File: config.mk
export PLATFORM = sky130hd
export DESIGN_NAME = chan_ctrl_regs
export DESIGN_NICKNAME = d
export VERILOG_FILES = /design/src/rtl/ccr_pkg.sv /design/src/rtl/ccr_rst_sync.sv /design/src/rtl/ccr_ctrl_update.sv /design/src/rtl/ccr_cmdptr.sv /design/src/rtl/ccr_rdmux.sv /design/src/rtl/chan_ctrl_regs.sv
export SDC_FILE = /design/constraint.sdc
export NUM_CORES = 1
export LEC_CHECK = 0
export BUFFER_PORTS_ARGS = -buffer_cell sky130_fd_sc_hd__buf_2
export CAP_MARGIN = 5
export CORE_MARGIN = 1.5
export CORE_UTILIZATION = 55
export CTS_BUF_LIST = sky130_fd_sc_hd__clkbuf_16
export DETAILED_ROUTE_END_ITERATION = 8
export PLACE_DENSITY_LB_ADDON = 0.05
export RECOVER_POWER = 50
export SYNTH_ARGS = -nofsm -noshare
export SYNTH_HDL_FRONTEND = slang
export SYNTH_SLANG_ARGS = --single-unit
File: constraint.sdc
create_clock -name clk -period 4.6 [get_ports clk]
set_input_delay 0.23 -clock clk [delete_from_list [all_inputs] [get_ports clk]]
set_output_delay 0.23 -clock clk [all_outputs]
set_load 0.02 [all_outputs]
File: src/rtl/ccr_pkg.sv
package ccr_pkg;
  // Status bit positions
  localparam int RUN_B    = 15;
  localparam int PAUSE_B  = 14;
  localparam int FLUSH_B  = 13;
  localparam int WAKE_B   = 12;
  localparam int DEAD_B   = 11;
  localparam int ACTIVE_B = 10;
  localparam int STAT_W   = 16;
  // Bits software may change through the control word
  localparam logic [STAT_W-1:0] CTRL_WR_MASK = 16'hF0FF;
  // Word offsets
  localparam int OFS_CTRL = 0;
  localparam int OFS_STAT = 1;
  localparam int OFS_CPTR = 3;
  localparam int OFS_SEL0 = 4;
  localparam int N_SEL    = 3;
  localparam int PTR_ALIGN_BITS = 4;
endpackage

File: src/rtl/ccr_rst_sync.sv
module ccr_rst_sync (
  input  logic clk,
  input  logic rst_n,
  output logic rst_sync_n
);
  logic [1:0] sync_q;

  always_ff @(posedge clk or negedge rst_n) begin
    if (!rst_n) sync_q <= 2'b00;
    else        sync_q <= {sync_q[0], 1'b1};
  end

  assign rst_sync_n = sync_q[1];
endmodule

File: src/rtl/ccr_ctrl_update.sv
module ccr_ctrl_update
  import ccr_pkg::*;
(
  input  logic [STAT_W-1:0] old_stat,
  input  logic [31:0]       ctrl_word,
  output logic [STAT_W-1:0] new_stat,
  output logic              flush_hit
);
  logic [STAT_W-1:0] m, v, s;

  always_comb begin
    m = ctrl_word[31:16] & CTRL_WR_MASK;
    v = ctrl_word[15:0]  & CTRL_WR_MASK;
    s = (v & m) | (old_stat & ~m);
    if (s[WAKE_B]) s[ACTIVE_B] = 1'b1;
    if (s[RUN_B]) begin
      s[ACTIVE_B] = 1'b1;
      s[DEAD_B]   = 1'b0;
    end
    if (s[PAUSE_B]) s[ACTIVE_B] = 1'b0;
    if (old_stat[RUN_B] && !s[RUN_B]) begin
      s[ACTIVE_B] = 1'b0;
      s[DEAD_B]   = 1'b0;
    end
    flush_hit  = s[FLUSH_B];
    s[FLUSH_B] = 1'b0;
    new_stat   = s;
  end
endmodule

File: src/rtl/ccr_cmdptr.sv
module ccr_cmdptr
  import ccr_pkg::*;
(
  input  logic        clk,
  input  logic        rst_n,
  input  logic        wr_en,
  input  logic        locked,
  input  logic [31:0] wr_data,
  output logic [31:0] ptr,
  output logic        fetch
);
  localparam logic [31:0] ALIGN_CLR = ~((32'd1 << PTR_ALIGN_BITS) - 32'd1);

  logic        take;
  logic [31:0] ptr_d;

  always_comb begin
    take  = wr_en && !locked;
    ptr_d = wr_data & ALIGN_CLR;
  end

  always_ff @(posedge clk or negedge rst_n) begin
    if (!rst_n) begin
      ptr   <= '0;
      fetch <= 1'b0;
    end else begin
      if (take) ptr <= ptr_d;
      fetch <= take;
    end
  end
endmodule

File: src/rtl/ccr_rdmux.sv
module ccr_rdmux
  import ccr_pkg::*;
#(
  parameter int IDX_W = 6
) (
  input  logic [IDX_W-1:0]        idx,
  input  logic [STAT_W-1:0]       stat,
  input  logic [31:0]             cptr,
  input  logic [N_SEL-1:0][31:0]  sel,
  output logic [31:0]             rdata
);
  always_comb begin
    rdata = '0;
    if (idx == IDX_W'(OFS_STAT)) rdata = {{(32-STAT_W){1'b0}}, stat};
    if (idx == IDX_W'(OFS_CPTR)) rdata = cptr;
    for (int k = 0; k < N_SEL; k++) begin
      if (idx == IDX_W'(OFS_SEL0 + k)) rdata = sel[k];
    end
  end
endmodule

File: src/rtl/chan_ctrl_regs.sv
module chan_ctrl_regs
  import ccr_pkg::*;
#(
  parameter int ADDR_W = 8
) (
  input  logic              clk,
  input  logic              rst_n,
  input  logic              bus_we,
  input  logic [ADDR_W-1:0] bus_addr,
  input  logic [31:0]       bus_wdata,
  output logic [31:0]       bus_rdata,
  output logic              flush_req,
  output logic              kick,
  output logic              fetch_req,
  output logic [31:0]       fetch_addr
);
  localparam int IDX_W = ADDR_W - 2;

  logic              rst_sync_n;
  logic [IDX_W-1:0]  idx;
  logic              wr_ok, wr_ctrl, wr_cptr;
  logic [STAT_W-1:0] status_q, stat_d;
  logic              flush_hit;
  logic              flush_q, kick_q;
  logic [31:0]       cmdptr_q;
  logic [N_SEL-1:0][31:0] sel_q;

  ccr_rst_sync u_rst (.clk(clk), .rst_n(rst_n), .rst_sync_n(rst_sync_n));

  always_comb begin
    idx     = bus_addr[ADDR_W-1:2];
    wr_ok   = bus_we && (bus_addr[1:0] == 2'b00);
    wr_ctrl = wr_ok && (idx == IDX_W'(OFS_CTRL));
    wr_cptr = wr_ok && (idx == IDX_W'(OFS_CPTR));
  end

  ccr_ctrl_update u_upd (
    .old_stat (status_q),
    .ctrl_word(bus_wdata),
    .new_stat (stat_d),
    .flush_hit(flush_hit)
  );

  always_ff @(posedge clk or negedge rst_sync_n) begin
    if (!rst_sync_n) begin
      status_q <= '0;
      flush_q  <= 1'b0;
      kick_q   <= 1'b0;
    end else begin
      if (wr_ctrl) status_q <= stat_d;
      flush_q <= wr_ctrl && flush_hit;
      kick_q  <= wr_ctrl && stat_d[ACTIVE_B];
    end
  end

  ccr_cmdptr u_cptr (
    .clk    (clk),
    .rst_n  (rst_sync_n),
    .wr_en  (wr_cptr),
    .locked (status_q[ACTIVE_B]),
    .wr_data(bus_wdata),
    .ptr    (cmdptr_q),
    .fetch  (fetch_req)
  );

  for (genvar g = 0; g < N_SEL; g++) begin : g_sel
    logic sel_we;
    assign sel_we = wr_ok && (idx == IDX_W'(OFS_SEL0 + g));
    always_ff @(posedge clk or negedge rst_sync_n) begin
      if (!rst_sync_n)  sel_q[g] <= '0;
      else if (sel_we)  sel_q[g] <= bus_wdata;
    end
  end

  ccr_rdmux #(.IDX_W(IDX_W)) u_rd (
    .idx  (idx),
    .stat (status_q),
    .cptr (cmdptr_q),
    .sel  (sel_q),
    .rdata(bus_rdata)
  );

  assign flush_req  = flush_q;
  assign kick       = kick_q;
  assign fetch_addr = cmdptr_q;
endmodule

==> results of run 1 <==
-- worst max-delay path, delay by kind of cell --
| kind | cells | cell delay, ns |
|---|---|---|
| simple gates | 2 | 1.34 |
| buf+inv | 2 | 0.82 |
| mux | 1 | 0.31 |
| compound gates | 1 | 0.06 |
-- through the flow --
| step | hold WS, ns | setup slack, ns | area (sq um) | util [%] |
|---|---|---|---|---|
| 2_1_floorplan | -0.0656 | 0.381 | 6640 | - |
| 3_3_place_gp | 0.0142 | 1.56 | 7220 | 62.5 |
| 3_5_place_dp | 0.0171 | 1.57 | 7220 | 62.5 |
| 4_1_cts | 0.0773 | 1.61 | 7710 | 66.7 |
| 5_1_grt | 0.0890 | 1.46 | 7670 | 66.3 |
| 6_report | 0.0882 | 1.57 | 7670 | 66.3 |
-- worst paths after layout --
path	start	depth (start not counted)	slack, ns	endpoint
worst max-delay path	bus_addr[4]	6	1.57	bus_rdata[21]
min in group asynchronous	rst_n	2	0.13	u_rst.sync_q[0]$_DFF_PN0_
worst min register to register	u_rst.sync_q[0]$_DFF_PN0_	0	0.35	u_rst.sync_q[1]$_DFF_PN0_
worst max register to register	u_rst.sync_q[1]$_DFF_PN0_	0	2.23	sel_q[45]$_DFFE_PN0P_
max in group asynchronous	u_rst.sync_q[1]$_DFF_PN0_	0	2.23	sel_q[45]$_DFFE_PN0P_
worst min-delay path	bus_wdata[27]	2	0.09	u_cptr.ptr[27]$_DFFE_PN0P_
-- cell type report --
type | count | area, sq um
Sequential cell | 141 | 3530
Clock inverter | 13 | 50.0
Clock buffer | 17 | 425
Fill cell | 896 | 3900
Timing Repair Buffer | 113 | 561
Inverter | 9 | 33.8
Tap cell | 143 | 179
Multi-Input combinational cell | 368 | 2890
-- routing by layer --
layer | up-vias | track usage, % | routed length, um
met5 | - | 0 | 0
met4 | 0 | 10.7 | 275
met3 | 22 | 6.21 | 864
met2 | 164 | 43.4 | 7930
met1 | 2450 | 36.6 | 7350
li1 | 2177 | - | -
-- cell usage after synthesis, types with 7 or more instances --
cell type	count	area, sq um
dfrtp_1	141	3530
mux2_2	141	1590
o21ai_0	46	230
nor2_1	42	158
a21oi_1	29	145
clkbuf_1	27	101
nand2_1	21	78.8
nor3_1	21	105
inv_1	9	33.8
mux2_4	9	135
o22ai_1	9	56.3
buf_1	7	26.3
nor4b_1	7	61.3
-- report_power, final --
group | total (uW) | internal [uW] | switching, uW
clock network | 1130 | 655 | 472
logic | 237 | 97.9 | 139
registers | 1340 | 1300 | 43.1
total | 2710 | 2050 | 654
-- registers in the layout, indices dropped and copies added (netlist names) --
signal	flops
status_q	12
sel_q	96
u_cptr.ptr	28
u_cptr.fetch	1
kick	1
u_rst.sync_q	2
flush_req	1
-- cell families after synthesis --
family          synth area share, %
buf+inv                        3.46
other cells                   0.113
mux                            26.5
flops                          53.3
simple gates                   8.23
compound gates                 8.48
-- repair_timing --
item | CTS | global route
hold buffers | 1 | 0
hold endpoints to repair | 2 | 0
setup endpoints to repair | 0 | 0
==> results.yml, run 1 <==
power_and_ir_drop:
  ir_drop_uv: 213
  p_leak_uw: 0.00389
  power.density_nw_per_um2: 353
  total_power_uw: 2710
route:
  drt_iter0_drc: 364
  routed_wl_mm: 16.4
  vias_per_cell: 5.99
  drc: 0
  firstDrtPassIters: 5
  vias: 4813
  wire_per_inst_um: 20.4
  ant_nets: 0
clocking:
  cts.path.max_buffers: 2
  cts_tree: "yes"
  cts_inserted_buffers: 17
  worst_skew_pair.late_latency_ns: 0.42
  clock-sinks: 141
  clkTransAtPathRegs_ns: 0.06
  htreeDepth: 4
  cts-root-buf: "clkbuf_16"
  cts_resized: 0
  post_cts.repair.setup_buffers: 0
floorplanning:
  row_count: 39
  dieArea_sq_um: 12700
  die_h_um: 113
  boundaryPins: 110
  start_util_pct: 57.3
  core_area_sq_um: 11600
  die_w_um: 113
synth:
  netlist_instances: 558
  async_flop_share_pct: 100
  syn-cell-area_sq_um: 6630
  synth_cell_type_count: 35
  synth-edff-count: 0
  syn_area_per_cell_sq_um: 11.9
  synth-seq-cells: 141
  yosys_warnings: 0
  synthFlopType: "dfrtp_1"
  seq_area_frac_synth_pct: 53.3
sta:
  hold_viol: 0
  fin_crit_sh_pct: 65.8
  drv_slew: 57
  rsz0062_at_grt: "false"
  period_minus_slack_ns: 3.03
  finClkSkew_ns: 0.00546
  setup_tns_ns: 0
  relSlewSlack_pct: -58.9
  max_slew.worst_pin.slew_ns: 2.38
  fmax_mhz: 330
  setup_viol: 0
placed_design:
  globalplace.congestion: 0.794
  io_buffer_count: 105
  dp_hpwl_mm: 10.1
  dp_cells: 773
critical_path:
  crit_path_top_delay_cell: "nor2b_2"
  startpoint_type: "primary input"
  path_cells: "buf_2 > nor2b_2 > a21oi_1 > mux2_2 > nor3_1 > buf_2"
  critPathKind: "in -> out"
  required_ns: 4.37
  crit_path_max_fanout: 44
  critPathMaxStageDelay_ns: 1.02
  worst-endpoint-arrival_ns: 2.80
  crit_path_frequent_cell: "buf_2"
  endpoint_kind: "output port"
job:
  drv_cap: 1
layout:
  layout_common_cells: "mux2_2, dfrtp_1, buf_2"
  layout-drive-gt1-share_pct: 38.6
  fin_nets: 693
  n_antenna_cell: 0
  area_delta_synth_final_pct: 15.7
  stdcell_count: 804
worst_hold_path:
  min_path_type: "in -> reg"
global_route:
  grt_pass1_vias: 4961
  grt_max_degree: 84
  grt_pass1_wl_mm: 26.3
  grt.total_usage_pct: 27.2
  antenna_found_initial: 0
  grt_overflow: 0
outcome:
  outcome: "complete, but fails checks"
  violations: "capacitance limit, slew limit"
No activity file was read; power rests on OpenSTA's default activity.
==> run 2: changes to the inputs <==
Settings changed: ABC_AREA set to 1.
Clock period 4.6 ns to 2.8 ns, I/O delays scaled along.
==> run 2 against run 1 <==
Against the previous run:
- the run now ends clean
- count of clock-buffer cells in the layout unchanged
- global-route usage grew 2.2 points
- via count up 21%
- worst hold slack lost 0.087 ns
- cell area hardly changed
- register-to-register slack got worse by 1.3 ns
- wire length rose by 6.0%
- area after synthesis decreased by 4.0%
- non-clock buffer count increased by 31
- critical endpoint is now bus_rdata[14]
==> results.yml, run 2 <==
floorplanning:
  row_count: 39
  die_w_um: 111
  dieArea_sq_um: 12200
  boundaryPins: 110
  core_area_sq_um: 11400
  die_h_um: 111
  start_util_pct: 55.9
sta:
  fin_crit_sh_pct: 73.6
  setup_viol: 0
  finalWorstSetupSlack_ns: 0.738
  finClkSkew_ns: 0.00490
  fin_hold_ws_ns: 0.00111
  rsz0062_at_grt: "false"
  setup_tns_ns: 0
  hold_viol: 0
  fmax_mhz: 485
  drv_slew: 0
  period_minus_slack_ns: 2.06
  max_slew.worst_pin.slew_ns: 1.36
  relSlewSlack_pct: 9.38
route:
  drc: 0
  firstDrtPassIters: 5
  drt_iter0_drc: 453
  vias_per_cell: 5.56
  wire_per_inst_um: 16.6
  routed_wl_mm: 17.4
  vias: 5829
  ant_nets: 0
job:
  drv_cap: 0
layout:
  n_antenna_cell: 0
  largest-register: "sel_q"
  layout_commonest_cell: "nand2_1"
  fin_nets: 940
  layout-drive-gt1-share_pct: 13.4
  area_delta_synth_final_pct: 20.4
  layout_common_cells: "nand2_1, dfrtp_1, o21ai_1, buf_2, o21ai_0"
  reg_top3: "sel_q: 96 flops, u_cptr.ptr: 28 flops, status_q: 12 flops"
  n_fill_cell: 1028
  largest_reg_flops: 96
  final_area_sq_um: 7660
critical_path:
  crit_path_top_delay_cell: "inv_1"
  critPathMaxStageDelay_ns: 0.35
  worst-endpoint-arrival_ns: 1.92
  crit_path_max_fanout: 25
  reg2reg_depth: 1
  critPathKind: "in -> out"
  r2r_start: "u_rst.sync_q[1]$_DFF_PN0_"
  path_cells: "clkbuf_1 > nand2_1 > nor2_4 > buf_4 > nand2_2 > inv_1 > nand2_1 > nand3_1 > buf_2"
  r2r-end: "sel_q[32]$_DFFE_PN0P_"
  crit_path_frequent_cell: "nand2_1"
  startpoint_type: "primary input"
  required_ns: 2.66
  rrSetupSlack_ns: 0.98
  endpoint_kind: "output port"
outcome:
  outcome: "finished, final reports clean"
synth:
  netlist_instances: 775
  syn-cell-area_sq_um: 6360
  synth.largest_area_cell: "dfrtp_1"
  synthTopCellsByArea: "dfrtp_1, nand2_1, o21ai_1, o21ai_0, nand4_1"
  synth-seq-cells: 141
  synth-edff-count: 0
  syn_area_per_cell_sq_um: 8.21
  synth_top_area_share_pct: 55.5
  synthFlopType: "dfrtp_1"
  yosys_warnings: 0
  async_flop_share_pct: 100
  synthTopCellsByCount: "nand2_1, dfrtp_1, o21ai_1, o21ai_0, inv_1"
  yosysMostFrequentCell: "nand2_1"
  seq_area_frac_synth_pct: 55.5
  synth_cell_type_count: 21
global_route:
  grt_pass1_vias: 5476
  grt_pass1_wl_mm: 28.3
  grt_overflow: 0
  antenna_found_initial: 0
  grt.total_usage_pct: 29.5
  grt_max_degree: 65
clocking:
  htreeDepth: 4
  cts.path.max_buffers: 2
  cts_tree: "yes"
  worst_skew_pair.late_latency_ns: 0.42
  cts-root-buf: "clkbuf_16"
  cts_resized: 0
  clkTransAtPathRegs_ns: 0.05
  clock-sinks: 141
  cts_inserted_buffers: 17
worst_hold_path:
  min_path_type: "in -> reg"
  min_from: "bus_wdata[16]"
  min_to: "sel_q[80]$_DFFE_PN0P_"
  min_delay_path_depth: 3
power_and_ir_drop:
  ir_drop_uv: 452
  p_leak_uw: 0.00393
  power.density_nw_per_um2: 584
placed_design:
  place_ws_ns: 0.651
  globalplace.congestion: 0.815
  dp_hpwl_mm: 11.1
  io_buffer_count: 105
  dpl_cell_area_sq_um: 6980
[run 2: where the power goes]
| group | leakage (uW) | switching (uW) | internal (uW) |
|---|---|---|---|
| logic | 0.00174 | 210 | 110 |
| registers | 0.00193 | 72.6 | 2130 |
| clock network | 0.000255 | 787 | 1160 |
| total | 0.00393 | 1070 | 3410 |
[run 2: cell families after synthesis]
logic type,after synthesis,share of synthesized area [%]
AO/OA/AOI/OAI,139,10.9
buffers and inverters,101,6.81
flip-flops,141,55.5
other,2,0.118
AND/OR/NAND/NOR,392,26.7
[run 2: metrics by stage]
stage	power (uW)	cells	util [%]
global placement	2520	996	61.4
floorplan	2400	778	-
global route	4620	1048	67.4
finish	4480	1048	67.4
detailed placement	2540	996	61.4
CTS	4490	1048	67.9
[run 2: worst max-delay path by stage]
stage                                    startpoint                    end  slack, ns  depth (start not counted)
after floorplan           u_rst.sync_q[1]$_DFF_PN0_    flush_req$_DFF_PN0_       0.46                          0
after global placement                  bus_addr[5]   sel_q[9]$_DFFE_PN0P_       0.66                          9
after detailed placement                bus_addr[5]  sel_q[13]$_DFFE_PN0P_       0.65                          9
after CTS                               bus_addr[7]           bus_rdata[3]       0.73                          8
after global routing                    bus_addr[4]           bus_rdata[7]       0.56                          9
final                                   bus_addr[4]          bus_rdata[14]       0.74                          9
[run 2: final cells by class]
type | count | area, sq um | share of cell area (%)
Timing Repair Buffer | 144 | 846 | 11.0
Inverter | 57 | 215 | 2.81
Multi-Input combinational cell | 536 | 2400 | 31.3
Tap cell | 143 | 179 | 2.34
Clock buffer | 17 | 425 | 5.55
Sequential cell | 141 | 3530 | 46.1
Clock inverter | 10 | 65.1 | 0.849
[run 2: worst max-delay path: cells and delay by family]
family	cells	cell delay, ns
buf+inv	4	0.99
simple gates	5	0.79
[run 2: metal layers]
metal  global-route usage [%]  wire, um
met1                     40.7      7680
met2                     47.0      8430
met3                     5.05       994
met4                     11.3       316
met5                        0         0
[run 2: timing repair]
action / in CTS / in global routing
setup buffers: 0 / 0
hold buffers: 25 / 0
endpoints found under the hold margin: 26 / 0
